`config.mk`:
```
export PLATFORM = sky130hd
export DESIGN_NAME = secure_sector_gate
export DESIGN_NICKNAME = d
export VERILOG_FILES = /design/src/rtl/sscg_pkg.sv /design/src/rtl/sscg_cmd_decode.sv /design/src/rtl/sscg_rule_check.sv /design/src/rtl/sscg_mask_gen.sv /design/src/rtl/secure_sector_gate.sv
export SDC_FILE = /design/constraint.sdc
export NUM_CORES = 1
export LEC_CHECK = 0
export BUFFER_PORTS_ARGS = -buffer_cell sky130_fd_sc_hd__clkbuf_2
export CAP_MARGIN = 20
export CORE_MARGIN = 8
export CORE_UTILIZATION = 56
export CTS_BUF_LIST = sky130_fd_sc_hd__clkbuf_8
export CTS_CLUSTER_SIZE = 30
export DETAILED_ROUTE_END_ITERATION = 10
export PLACE_DENSITY_LB_ADDON = 0.15
export RECOVER_POWER = 100
export SLEW_MARGIN = 20
export SYNTH_ARGS = -nofsm -noshare
export SYNTH_HDL_FRONTEND = slang
export SYNTH_HIERARCHICAL = 1
export SYNTH_SLANG_ARGS = --single-unit
```
`constraint.sdc`:
```
create_clock -name clk -period 12.7 [get_ports clk]
set_input_delay 2.54 -clock clk [delete_from_list [all_inputs] [get_ports clk]]
set_output_delay 2.54 -clock clk [all_outputs]
set_load 0.005 [all_outputs]
```
`src/rtl/sscg_pkg.sv`:
```
package sscg_pkg;

  typedef enum logic [2:0] {
    KIND_NONE  = 3'd0,
    KIND_ENTRY = 3'd1,
    KIND_EXIT  = 3'd2,
    KIND_RSM   = 3'd3,
    KIND_ERASE = 3'd4,
    KIND_PROG  = 3'd5,
    KIND_MULTI = 3'd6
  } cmd_kind_t;

  localparam int unsigned NUM_STROBES = 5;

  // strobe vector bit positions
  localparam int unsigned SB_ENTRY = 0;
  localparam int unsigned SB_EXIT  = 1;
  localparam int unsigned SB_RSM   = 2;
  localparam int unsigned SB_ERASE = 3;
  localparam int unsigned SB_PROG  = 4;

endpackage

```
`src/rtl/sscg_cmd_decode.sv`:
```
module sscg_cmd_decode
  import sscg_pkg::*;
(
  input  logic [NUM_STROBES-1:0] strobes,
  output cmd_kind_t              kind
);

  localparam int unsigned CNT_W = $clog2(NUM_STROBES + 1);

  logic [CNT_W-1:0] hits;

  always_comb begin
    hits = '0;
    for (int i = 0; i < NUM_STROBES; i++) begin
      hits = hits + CNT_W'(strobes[i]);
    end
  end

  always_comb begin
    kind = KIND_NONE;
    if (hits > CNT_W'(1)) begin
      kind = KIND_MULTI;
    end else if (strobes[SB_ENTRY]) begin
      kind = KIND_ENTRY;
    end else if (strobes[SB_EXIT]) begin
      kind = KIND_EXIT;
    end else if (strobes[SB_RSM]) begin
      kind = KIND_RSM;
    end else if (strobes[SB_ERASE]) begin
      kind = KIND_ERASE;
    end else if (strobes[SB_PROG]) begin
      kind = KIND_PROG;
    end
  end

endmodule

```
`src/rtl/sscg_rule_check.sv`:
```
module sscg_rule_check
  import sscg_pkg::*;
(
  input  cmd_kind_t kind,
  input  logic      mode_on,
  input  logic      suspended,
  input  logic      locked,
  output logic      accept,
  output logic      refuse
);

  always_comb begin
    accept = 1'b0;
    refuse = 1'b0;
    unique case (kind)
      KIND_NONE:  ;
      KIND_ENTRY: accept = 1'b1;
      KIND_EXIT:  begin
        accept = mode_on;
        refuse = !mode_on;
      end
      KIND_RSM:   begin
        accept = !mode_on && suspended;
        refuse = mode_on || !suspended;
      end
      KIND_ERASE: begin
        accept = !suspended;
        refuse = suspended;
      end
      KIND_PROG:  begin
        accept = !(mode_on && locked);
        refuse = mode_on && locked;
      end
      KIND_MULTI: refuse = 1'b1;
      default:    refuse = 1'b1;
    endcase
  end

endmodule

```
`src/rtl/sscg_mask_gen.sv`:
```
module sscg_mask_gen #(
  parameter int unsigned N_SECT = 46
) (
  input  logic              boot_top,
  output logic [N_SECT-1:0] mask
);

  localparam int unsigned IDX_W   = (N_SECT > 1) ? $clog2(N_SECT) : 1;
  localparam int unsigned TOP_IDX = 0;
  localparam int unsigned BOT_IDX = N_SECT - 1;

  logic [IDX_W-1:0] keep_idx;

  assign keep_idx = boot_top ? IDX_W'(TOP_IDX) : IDX_W'(BOT_IDX);

  for (genvar g = 0; g < N_SECT; g++) begin : g_bit
    assign mask[g] = (keep_idx != IDX_W'(g));
  end

endmodule

```
`src/rtl/secure_sector_gate.sv`:
```
module secure_sector_gate
  import sscg_pkg::*;
#(
  parameter int unsigned N_SECT = 46
) (
  input  logic              clk,
  input  logic              rst_n,
  input  logic              cmd_ss_entry,
  input  logic              cmd_ss_exit,
  input  logic              cmd_resume,
  input  logic              cmd_chip_erase,
  input  logic              cmd_program,
  input  logic              suspended,
  input  logic              boot_top,
  input  logic              ss_locked,
  output logic              cmd_grant,
  output logic              cmd_reject,
  output logic              ss_active,
  output logic              erase_go,
  output logic [N_SECT-1:0] erase_mask
);

  logic [NUM_STROBES-1:0] strobes;
  cmd_kind_t              kind;
  logic                   accept;
  logic                   refuse;
  logic [N_SECT-1:0]      mask_next;

  always_comb begin
    strobes           = '0;
    strobes[SB_ENTRY] = cmd_ss_entry;
    strobes[SB_EXIT]  = cmd_ss_exit;
    strobes[SB_RSM]   = cmd_resume;
    strobes[SB_ERASE] = cmd_chip_erase;
    strobes[SB_PROG]  = cmd_program;
  end

  sscg_cmd_decode u_decode (
    .strobes (strobes),
    .kind    (kind)
  );

  sscg_rule_check u_rules (
    .kind      (kind),
    .mode_on   (ss_active),
    .suspended (suspended),
    .locked    (ss_locked),
    .accept    (accept),
    .refuse    (refuse)
  );

  sscg_mask_gen #(.N_SECT(N_SECT)) u_mask (
    .boot_top (boot_top),
    .mask     (mask_next)
  );

  always_ff @(posedge clk) begin
    if (!rst_n) begin
      cmd_grant  <= 1'b0;
      cmd_reject <= 1'b0;
      ss_active  <= 1'b0;
      erase_go   <= 1'b0;
      erase_mask <= '0;
    end else begin
      cmd_grant  <= accept;
      cmd_reject <= refuse;
      erase_go   <= accept && (kind == KIND_ERASE);
      if (accept && kind == KIND_ENTRY) begin
        ss_active <= 1'b1;
      end else if (accept && kind == KIND_EXIT) begin
        ss_active <= 1'b0;
      end
      if (accept && kind == KIND_ERASE) begin
        erase_mask <= mask_next;
      end
    end
  end

  AST_GRANT_REJECT_EXCL: assert property (@(posedge clk) disable iff (!rst_n)
    !(cmd_grant && cmd_reject));

  AST_REJECT_KEEPS_STATE: assert property (@(posedge clk) disable iff (!rst_n)
    cmd_reject |-> ($stable(ss_active) && $stable(erase_mask) && !erase_go));

  AST_ENTRY_TAKEN: assert property (@(posedge clk) disable iff (!rst_n)
    ($countones(strobes) == 1 && cmd_ss_entry) |=> (cmd_grant && ss_active));

  AST_RESUME_BLOCKED: assert property (@(posedge clk) disable iff (!rst_n)
    (cmd_resume && ss_active) |=> (cmd_reject && !cmd_grant));

  AST_ERASE_TAKEN: assert property (@(posedge clk) disable iff (!rst_n)
    ($countones(strobes) == 1 && cmd_chip_erase && !suspended) |=> (cmd_grant && erase_go));

  AST_MASK_SHAPE: assert property (@(posedge clk) disable iff (!rst_n)
    erase_go |-> ($countones(erase_mask) == N_SECT - 1 &&
                  erase_mask[0] != erase_mask[N_SECT-1]));

  AST_LOCKED_PROG: assert property (@(posedge clk) disable iff (!rst_n)
    ($countones(strobes) == 1 && cmd_program && ss_active && ss_locked) |=> cmd_reject);

  AST_MULTI_REFUSED: assert property (@(posedge clk) disable iff (!rst_n)
    ($countones(strobes) > 1) |=> (cmd_reject && !cmd_grant));

endmodule

```
# --- Word level (Yosys, flattened, before mapping) ---
# Index checks and enable logic that the tools add are counted.
classes:
  eq_ne: 50
  n_addsub: 4
  reduce_logical: 13
  n_lt_le_gt_ge: 1
  mux: 11
op_table:
  columns: ["operator", "count"]
  rows:
  - ["$ne A6 B5 Y1 const B", 16]
  - ["$ne A6 B6 Y1 const B", 14]
  - ["$ne A6 B4 Y1 const B", 8]
  - ["$ne A6 B3 Y1 const B", 4]
  - ["$mux W3", 6]
  - ["$ne A6 B2 Y1 const B", 2]
  - ["$pmux W1 S5", 2]
  - ["$add A3 B1 Y3", 3]
  - ["$eq A3 B2 Y1 const B", 2]
  - ["$eq A3 B3 Y1 const B", 2]
  - ["$mux W6", 1]
  - ["$ne A6 B1 Y1 const B", 1]
  - ["$reduce_bool A6 Y1", 1]
  - ["$logic_and A1 B1 Y1", 5]
  - ["$eq A3 B1 Y1 const B", 1]
  - ["$gt A3 B1 Y1 const B", 1]
  - ["$logic_not A1 Y1", 3]
  - ["$logic_not A3 Y1", 1]
  - ["$add A1 B1 Y2", 1]
  - ["$mux W1", 2]
  - ["$reduce_bool A2 Y1", 1]
  - ["$reduce_or A2 Y1", 1]
  - ["$logic_or A1 B1 Y1", 1]
word_totals:
  output_inout_bits: 50
  ff_bits: 50
  wordCells: 84

# --- Depth between registers and ports, before layout ---
# Gate-level depths: netlist of run 1.
depth:
  word_depth: 11
  ltp_mapped: 14
  mapped_depth_nobuf: 12

# --- By module ---
# The synthesis of run 1 kept the hierarchy.
by_module_without_submodules:
  columns: ["mod", "area_per_inst_um2", "n_inst", "cells_each"]
  rows:
  - ["secure_sector_gate", 2015.7, 1, 212]
  - ["sscg_mask_gen", 345.3, 1, 47]
  - ["sscg_cmd_decode", 110.1, 1, 13]
  - ["sscg_rule_check", 101.3, 1, 14]

# --- Worst setup path before layout of run 1 ---
# Ideal clock, no wire load.
synth_timing:
  kind: "input to register"
  from: "input cmd_ss_entry"
  to: "register erase_mask[10]"
  t_arrival_ns: 5.830
  required_ns: 12.628
  setup_time_ns: 0.072
  path_buffers: 2
  path_slack_ns: 6.799
  stages: 14
  path_cell_list: "ha_1 > fa_1 > and2_1 > fa_1 > nor2_1 > o21ai_0 > ha_1 > and3b_1 > o21ai_0 > a31oi_1 > and4bb_4 > buf_12 > buf_12 > mux2i_1"
synth_via:
  elab_chain_cells: 9
synth_lines:
  columns: ["item", "line", "rtl"]
  rows:
  - ["start: declaration", "secure_sector_gate.sv:8", "input logic cmd_ss_entry,"]
  - ["$add A1 B1 Y2", "sscg_cmd_decode.sv:15", "hits = hits + CNT_W'(strobes[i]);"]
  - ["$add A3 B1 Y3 (3 in a row)", "sscg_cmd_decode.sv:15", null]
  - ["$gt A3 B1 Y1", "sscg_cmd_decode.sv:21", "if (hits > CNT_W'(1)) begin"]
  - ["$mux W3 *", "sscg_cmd_decode.sv:21", null]
  - ["named net kind[1]", "secure_sector_gate.sv:24", "cmd_kind_t kind;"]
  - ["$eq A3 B3 Y1 (tied with other cells)", "sscg_rule_check.sv:15", "unique case (kind)"]
  - ["$pmux W1 S5 *", "sscg_rule_check.sv:15", null]
  - ["named net accept", "secure_sector_gate.sv:25", "logic accept;"]
  - ["$logic_and A1 B1 Y1 *", "secure_sector_gate.sv:73", "if (accept && kind == KIND_ERASE) begin"]
  - ["end signal: assignment", "secure_sector_gate.sv:74", "erase_mask <= mask_next;"]
  - ["end: declaration", "secure_sector_gate.sv:20", "output logic [N_SECT-1:0] erase_mask"]
# The timed path passes the listed nets; every way through them passes the cells marked *.
# A chain may end at the register's enable or synchronous reset.

# --- Worst setup path after layout of run 1 ---
layout_timing:
  from: "input cmd_ss_entry"
  to: "register erase_mask[26]"
# The elaborated chain is that of the path after synthesis.

==> impl_metrics.env, run 1 <==
export IMPL_regArea_um2=1000
export IMPL_outcome="complete, but fails checks"
export IMPL_htreeDepth=2
export IMPL_post_route_cell_area_um2=2650
export IMPL_antenna_found_initial=0
export IMPL_synth_largest_area_cell="dfxtp_1"
export IMPL_cap_violations=1
export IMPL_firstDrtPassIters=4
export IMPL_post_route_min_period_ps=7960
export IMPL_worstHoldStart="erase_mask[29]"
export IMPL_syn_to_final_growth_pct=3.16
export IMPL_tightest_slew_ps=2720
export IMPL_post_cts_buffers=0
export IMPL_ys_flop_type="dfxtp_1"
export IMPL_power_density_nw_per_um2=121
export IMPL_start_util_pct=58.7
export IMPL_grt_pass1_wl_mm=7.40
export IMPL_cp_depth=11
export IMPL_synthTopCellsByArea="dfxtp_1 39%, mux2i_1 18%, nand2_1 14%"
export IMPL_ys_seq_elements=50
export IMPL_setup_tns_ps=0
export IMPL_cts_sinks=50
export IMPL_crit_top_cell="fa_1"
export IMPL_hold_path_depth=2
export IMPL_drtAntennaViolNets=0
export IMPL_crit_slowest_cell="and4bb_1"
export IMPL_cp_arrival_ps=8040
export IMPL_r2r_slack_ps=9160
export IMPL_reg2reg_to="erase_mask[26]"
export IMPL_synth_top_area_share_pct=38.9
export IMPL_grt_overflow=0
export IMPL_dpl_cell_area_um2=2630
export IMPL_fp_dieH_um=83.8
export IMPL_intPower_mw=0.235
export IMPL_crit_required_ps=12780
export IMPL_vias_per_cell=4.45
export IMPL_violations="max-capacitance violations, max-slew violations"
export IMPL_place_hpwl_mm=2.91
export IMPL_swShare_pct=27.2
export IMPL_yosys_warnings=6
export IMPL_vias=1727
export IMPL_synth_distinct_cells=29
export IMPL_nFillCells=419
export IMPL_crit_buf_inv=1
export IMPL_yosysSeqAreaShare_pct=38.9
export IMPL_portBuffers=59
export IMPL_hold_class="register to register"
export IMPL_synth_edf_count=0
export IMPL_critical_path_cell_chain="clkbuf_1 -> ha_1 -> fa_1 -> and2_0 -> fa_1 -> o41ai_1 -> nand2b_1 -> a41oi_1 -> a31oi_1 -> and4bb_1 -> mux2i_1"
export IMPL_die_x_um=83.8
export IMPL_cts_tree="built"
export IMPL_dr_first_iter_drc_count=84
export IMPL_skew_ps=7.53
export IMPL_rsz0062_at_grt="false"
export IMPL_grt_max_degree=97
export IMPL_die_area_um2=7020
export IMPL_async_flop_share_pct=0
export IMPL_pin_count=60
export IMPL_worstSetupStartpointType="input port"
export IMPL_critical_path_top_delay_family="simple AND/OR/NAND/NOR gates"
export IMPL_grt_usage_pct=12.5
export IMPL_drc=0
export IMPL_timing_slew_headroom_pct=-81.4
export IMPL_cts_buffers=5
export IMPL_seqPwrFrac_pct=52.5
export IMPL_gp_congestion=0.695
export IMPL_row_count=24
export IMPL_rr_startpoint="ss_active"
export IMPL_ys_top_cells_by_count="94 x nand2_1, 50 x dfxtp_1, 46 x buf_4, 46 x mux2i_1, 6 x buf_2"
export IMPL_clkPwrFrac_pct=29.5
export IMPL_core_area_um2=4380
export IMPL_final_hold_violation_count=0
export IMPL_grt_pass1_vias=1673
export IMPL_insertion_delay_ps=300
export IMPL_synthCells=286
export IMPL_hold_end="erase_mask[29]"
export IMPL_ctsResizeCount=0
export IMPL_clkTransAtPathRegs_ps=90
export IMPL_yosysMostFrequentCell="nand2_1"
export IMPL_power_switching_mw=0.0876
export IMPL_wl_per_cell_um=11.1
export IMPL_clock_path_buffers=2
export IMPL_root_buffer="clkbuf_8"
export IMPL_max_clock_freq_ghz=0.126
export IMPL_routed_wl_mm=4.31
export IMPL_num_antenna_cells=0
export IMPL_end_kind="register"
export IMPL_syn_area_per_cell_um2=8.99
export IMPL_crit_fanout=47
export IMPL_crit_type="input port to register"
export IMPL_final_layout_size_suffix_gt1_share_pct=6.85
export IMPL_leakage_nw=1.07
export IMPL_slew_viol_final=48
export IMPL_multi_input_area_um2=1230
export IMPL_setup_violations=0
export IMPL_reg2reg_depth=5
export IMPL_netlist_area_um2=2570
export IMPL_period_share_pct=62.7
export IMPL_peakVddDrop_mv=0.0613
export IMPL_slowest_delay_ps=2090
export IMPL_comb_power_share_pct=18.0
export IMPL_nets=349
export IMPL_postCtsHoldBufs=0
==> worst min-delay path, stage by stage, from the launching register on <==
cell and delay (ps):
dfxtp_1 320, nand2_1 50, mux2i_1 50
==> layer usage <==
layer	track usage (%)	up-vias	share of wire (%)
li1	-	931	-
met1	14.0	749	48
met2	20.4	41	44
met3	5.57	6	6.5
met4	4.71	0	1.4
met5	0	-	0
==> registers in the layout, summed over array words and instances (netlist names) <==
name,count
cmd_grant,1
cmd_reject,1
erase_go,1
erase_mask,46
ss_active,1
==> layout by cell type (no fill, tap or decap), drive strengths merged <==
cell / Yosys / final
nand4b: 1 / 1
dfxtp: 50 / 50
fa: 2 / 2
inv: 4 / 4
nand3: 1 / 1
clkinvlp: 0 / 1
a311o: 1 / 1
and4bb: 1 / 1
clkbuf: 5 / 65
conb: 1 / 44
buf: 56 / 1
a21oi: 1 / 1
clkinv: 0 / 1
nand4bb: 1 / 1
mux2: 1 / 1
and3b: 2 / 2
mux2i: 46 / 46
a211oi: 1 / 1
nand2b: 2 / 2
nor2: 2 / 2
nand2: 94 / 94
ha: 2 / 2
o41ai: 1 / 1
o2111a: 1 / 1
o21ai: 4 / 4
a31oi: 1 / 1
and2: 4 / 4
a41oi: 1 / 1
==> cell type report <==
type	count	area share, %
Clock buffer	6	3.11
Timing Repair Buffer	60	9.24
Clock inverter	2	0.471
Sequential cell	50	37.7
Tap cell	52	2.45
Multi-Input combinational cell	214	46.4
Inverter	4	0.566
==> power groups by stage <==
stage               combinational [mW]  clock, mW  sequential, mW
global placement                0.0578          0           0.173
finish                          0.0579     0.0951           0.169
floorplan                       0.0556          0           0.173
global route                    0.0658      0.105           0.170
detailed placement              0.0596          0           0.173
CTS                             0.0598     0.0993           0.169
==> worst max path at each step <==
stage	startpoint	end	slack [ps]
after floorplan	cmd_ss_entry	erase_mask[10]	6800
after global placement	cmd_ss_entry	erase_mask[26]	6030
after detailed placement	cmd_ss_entry	erase_mask[20]	5880
after CTS	cmd_ss_entry	erase_mask[44]	6190
after global routing	cmd_ss_entry	erase_mask[44]	4100
final	cmd_ss_entry	erase_mask[26]	4740
==> per-stage QoR <==
step	hold WS (ps)	cells	utilization [%]	worst slack, ps	power, mW
final	460	388	60.5	4740	0.322
after global routing	469	388	60.5	4100	0.341
after CTS	463	388	62.1	6190	0.329
after detailed placement	446	380	59.9	5880	0.232
after global placement	441	380	59.9	6030	0.231
after floorplan	451	329	-	6800	0.229
==> kinds of logic (layout without fill, tap and decap cells) <==
group / count (synthesis) / count (layout) / share of synthesized area, %
and+or+nand+nor: 108 / 108 / 17.8
buffers and inverters: 65 / 72 / 19.0
DFF: 50 / 50 / 38.9
muxes: 47 / 47 / 18.3
AOI/OAI and AO/OA: 11 / 11 / 3.31
adders and majority gates: 4 / 4 / 2.53
other: 1 / 44 / 0.146
Power figures use the tool's default switching activity.
==> run 2: changes to the inputs <==
Clock period 12.7 ns to 7.4 ns, I/O delays scaled along.
==> impl_metrics.env, run 2 (synthesis results as in run 1) <==
export IMPL_fp_dieH_um=83.8
export IMPL_clkTransAtPathRegs_ps=90
export IMPL_power_density_nw_per_um2=203
export IMPL_crit_buf_inv=1
export IMPL_crit_top_cell="fa_1"
export IMPL_htreeDepth=2
export IMPL_wl_per_cell_um=10.9
export IMPL_gp_congestion=0.723
export IMPL_grt_pass1_vias=1575
export IMPL_timing_slew_headroom_pct=-1.85
export IMPL_seqPwrFrac_pct=54.3
export IMPL_p_total_mw=0.535
export IMPL_slowest_delay_ps=1290
export IMPL_row_count=24
export IMPL_cts_sinks=50
export IMPL_leakage_nw=1.07
export IMPL_worstSetupStartpointType="input port"
export IMPL_postCtsHoldBufs=0
export IMPL_final_common_cell="nand2_1"
export IMPL_crit_required_ps=7620
export IMPL_pin_count=60
export IMPL_insertion_delay_ps=300
export IMPL_setup_tns_ps=0
export IMPL_rr_startpoint="ss_active"
export IMPL_largest_reg_flops=46
export IMPL_setup_violations=0
export IMPL_core_area_um2=4380
export IMPL_num_antenna_cells=0
export IMPL_crit_slowest_cell="and4bb_2"
export IMPL_ctsResizeCount=0
export IMPL_antenna_found_initial=0
export IMPL_violations="max-capacitance violations, max-slew violations"
export IMPL_power_switching_mw=0.146
export IMPL_routed_wl_mm=4.23
export IMPL_clock_path_buffers=2
export IMPL_cts_tree="built"
export IMPL_crit_fanout=47
export IMPL_die_x_um=83.8
export IMPL_outcome="complete, but fails checks"
export IMPL_dp_cells=380
export IMPL_top_register="erase_mask"
export IMPL_critical_path_cell_chain="clkbuf_1 -> ha_1 -> fa_1 -> and2_0 -> fa_1 -> o41ai_1 -> nand2b_1 -> a41oi_1 -> a31oi_1 -> and4bb_2 -> mux2i_1"
export IMPL_tightest_slew_ps=1530
export IMPL_final_cell_mix="94 x nand2_1, 50 x dfxtp_1, 46 x mux2i_1"
export IMPL_final_layout_size_suffix_gt1_share_pct=7.46
export IMPL_cap_violations=1
export IMPL_vias_per_cell=4.42
export IMPL_max_clock_freq_ghz=0.167
export IMPL_firstDrtPassIters=4
export IMPL_period_share_pct=81.1
export IMPL_post_cts_buffers=0
export IMPL_drc=0
export IMPL_critical_path_top_delay_family="simple AND/OR/NAND/NOR gates"
export IMPL_grt_usage_pct=12.0
export IMPL_dr_first_iter_drc_count=119
export IMPL_end_kind="register"
export IMPL_r2r_slack_ps=4740
export IMPL_portBuffers=59
export IMPL_hold_class="register to register"
export IMPL_final_hold_violation_count=0
export IMPL_die_area_um2=7020
export IMPL_crit_type="input port to register"
export IMPL_root_buffer="clkbuf_8"
export IMPL_place_hpwl_mm=2.91
export IMPL_clkPwrFrac_pct=27.8
export IMPL_comb_power_share_pct=18.0
export IMPL_intPower_mw=0.388
export IMPL_worstHoldStart="erase_mask[25]"
export IMPL_rsz0062_at_grt="false"
export IMPL_vias=1711
export IMPL_skew_ps=5.54
export IMPL_grt_pass1_wl_mm=7.10
export IMPL_grt_overflow=0
export IMPL_slew_viol_final=48
export IMPL_nets=349
export IMPL_grt_max_degree=97
export IMPL_swShare_pct=27.4
export IMPL_post_route_min_period_ps=6000
export IMPL_peakVddDrop_mv=0.113
export IMPL_cts_buffers=5
export IMPL_fin_cells=387
export IMPL_cp_arrival_ps=6220
export IMPL_crit_start="cmd_ss_entry"
export IMPL_drtAntennaViolNets=0
export IMPL_syn_to_final_growth_pct=2.63
export IMPL_start_util_pct=58.7
[run 2: routing by layer]
layer	vias to the layer above	track usage (%)	routed length, µm
li1	933	-	-
met1	732	13.6	2020
met2	39	19.2	1880
met3	7	5.76	281
met4	0	4.24	55
met5	-	0	0
[run 2: power by group through the flow]
stage	clock network (mW)	registers [mW]	logic [mW]
final	0.148	0.290	0.0962
after detailed placement	0	0.297	0.101
after global routing	0.167	0.292	0.109
after CTS	0.155	0.291	0.102
after global placement	0	0.297	0.0992
after floorplan	0	0.298	0.0954
[run 2: worst paths after layout]
path         cells after the start             end
max reg2reg                      5   erase_mask[7]
max                             11   erase_mask[7]
min                              2  erase_mask[25]
min reg2reg                      2  erase_mask[25]
[run 2: per-stage QoR]
step	utilization [%]	hold WS, ps	setup slack (ps)	cell area [µm²]
after global routing	60.2	475	942	2640
final	60.2	455	1400	2640
after CTS	61.7	462	1990	2710
after global placement	59.9	441	1780	2630
after floorplan	-	451	2560	2730
after detailed placement	59.9	446	1680	2630
[run 2: cell type report]
class                      count  area [µm²]
clock inverter                 2        10.0
timing repair buffer          60         248
tap                           52        65.1
fill                         431        1740
multi-input combinational    214        1230
sequential                    50        1000
clock buffer                   5        68.8
inverter                       4        15.0
[run 2: tightest hold or removal path, delay by kind of cell, from the launching register on]
kind	cells	cell delay (ps)
DFF	1	310
and+or+nand+nor	1	50
muxes	1	50
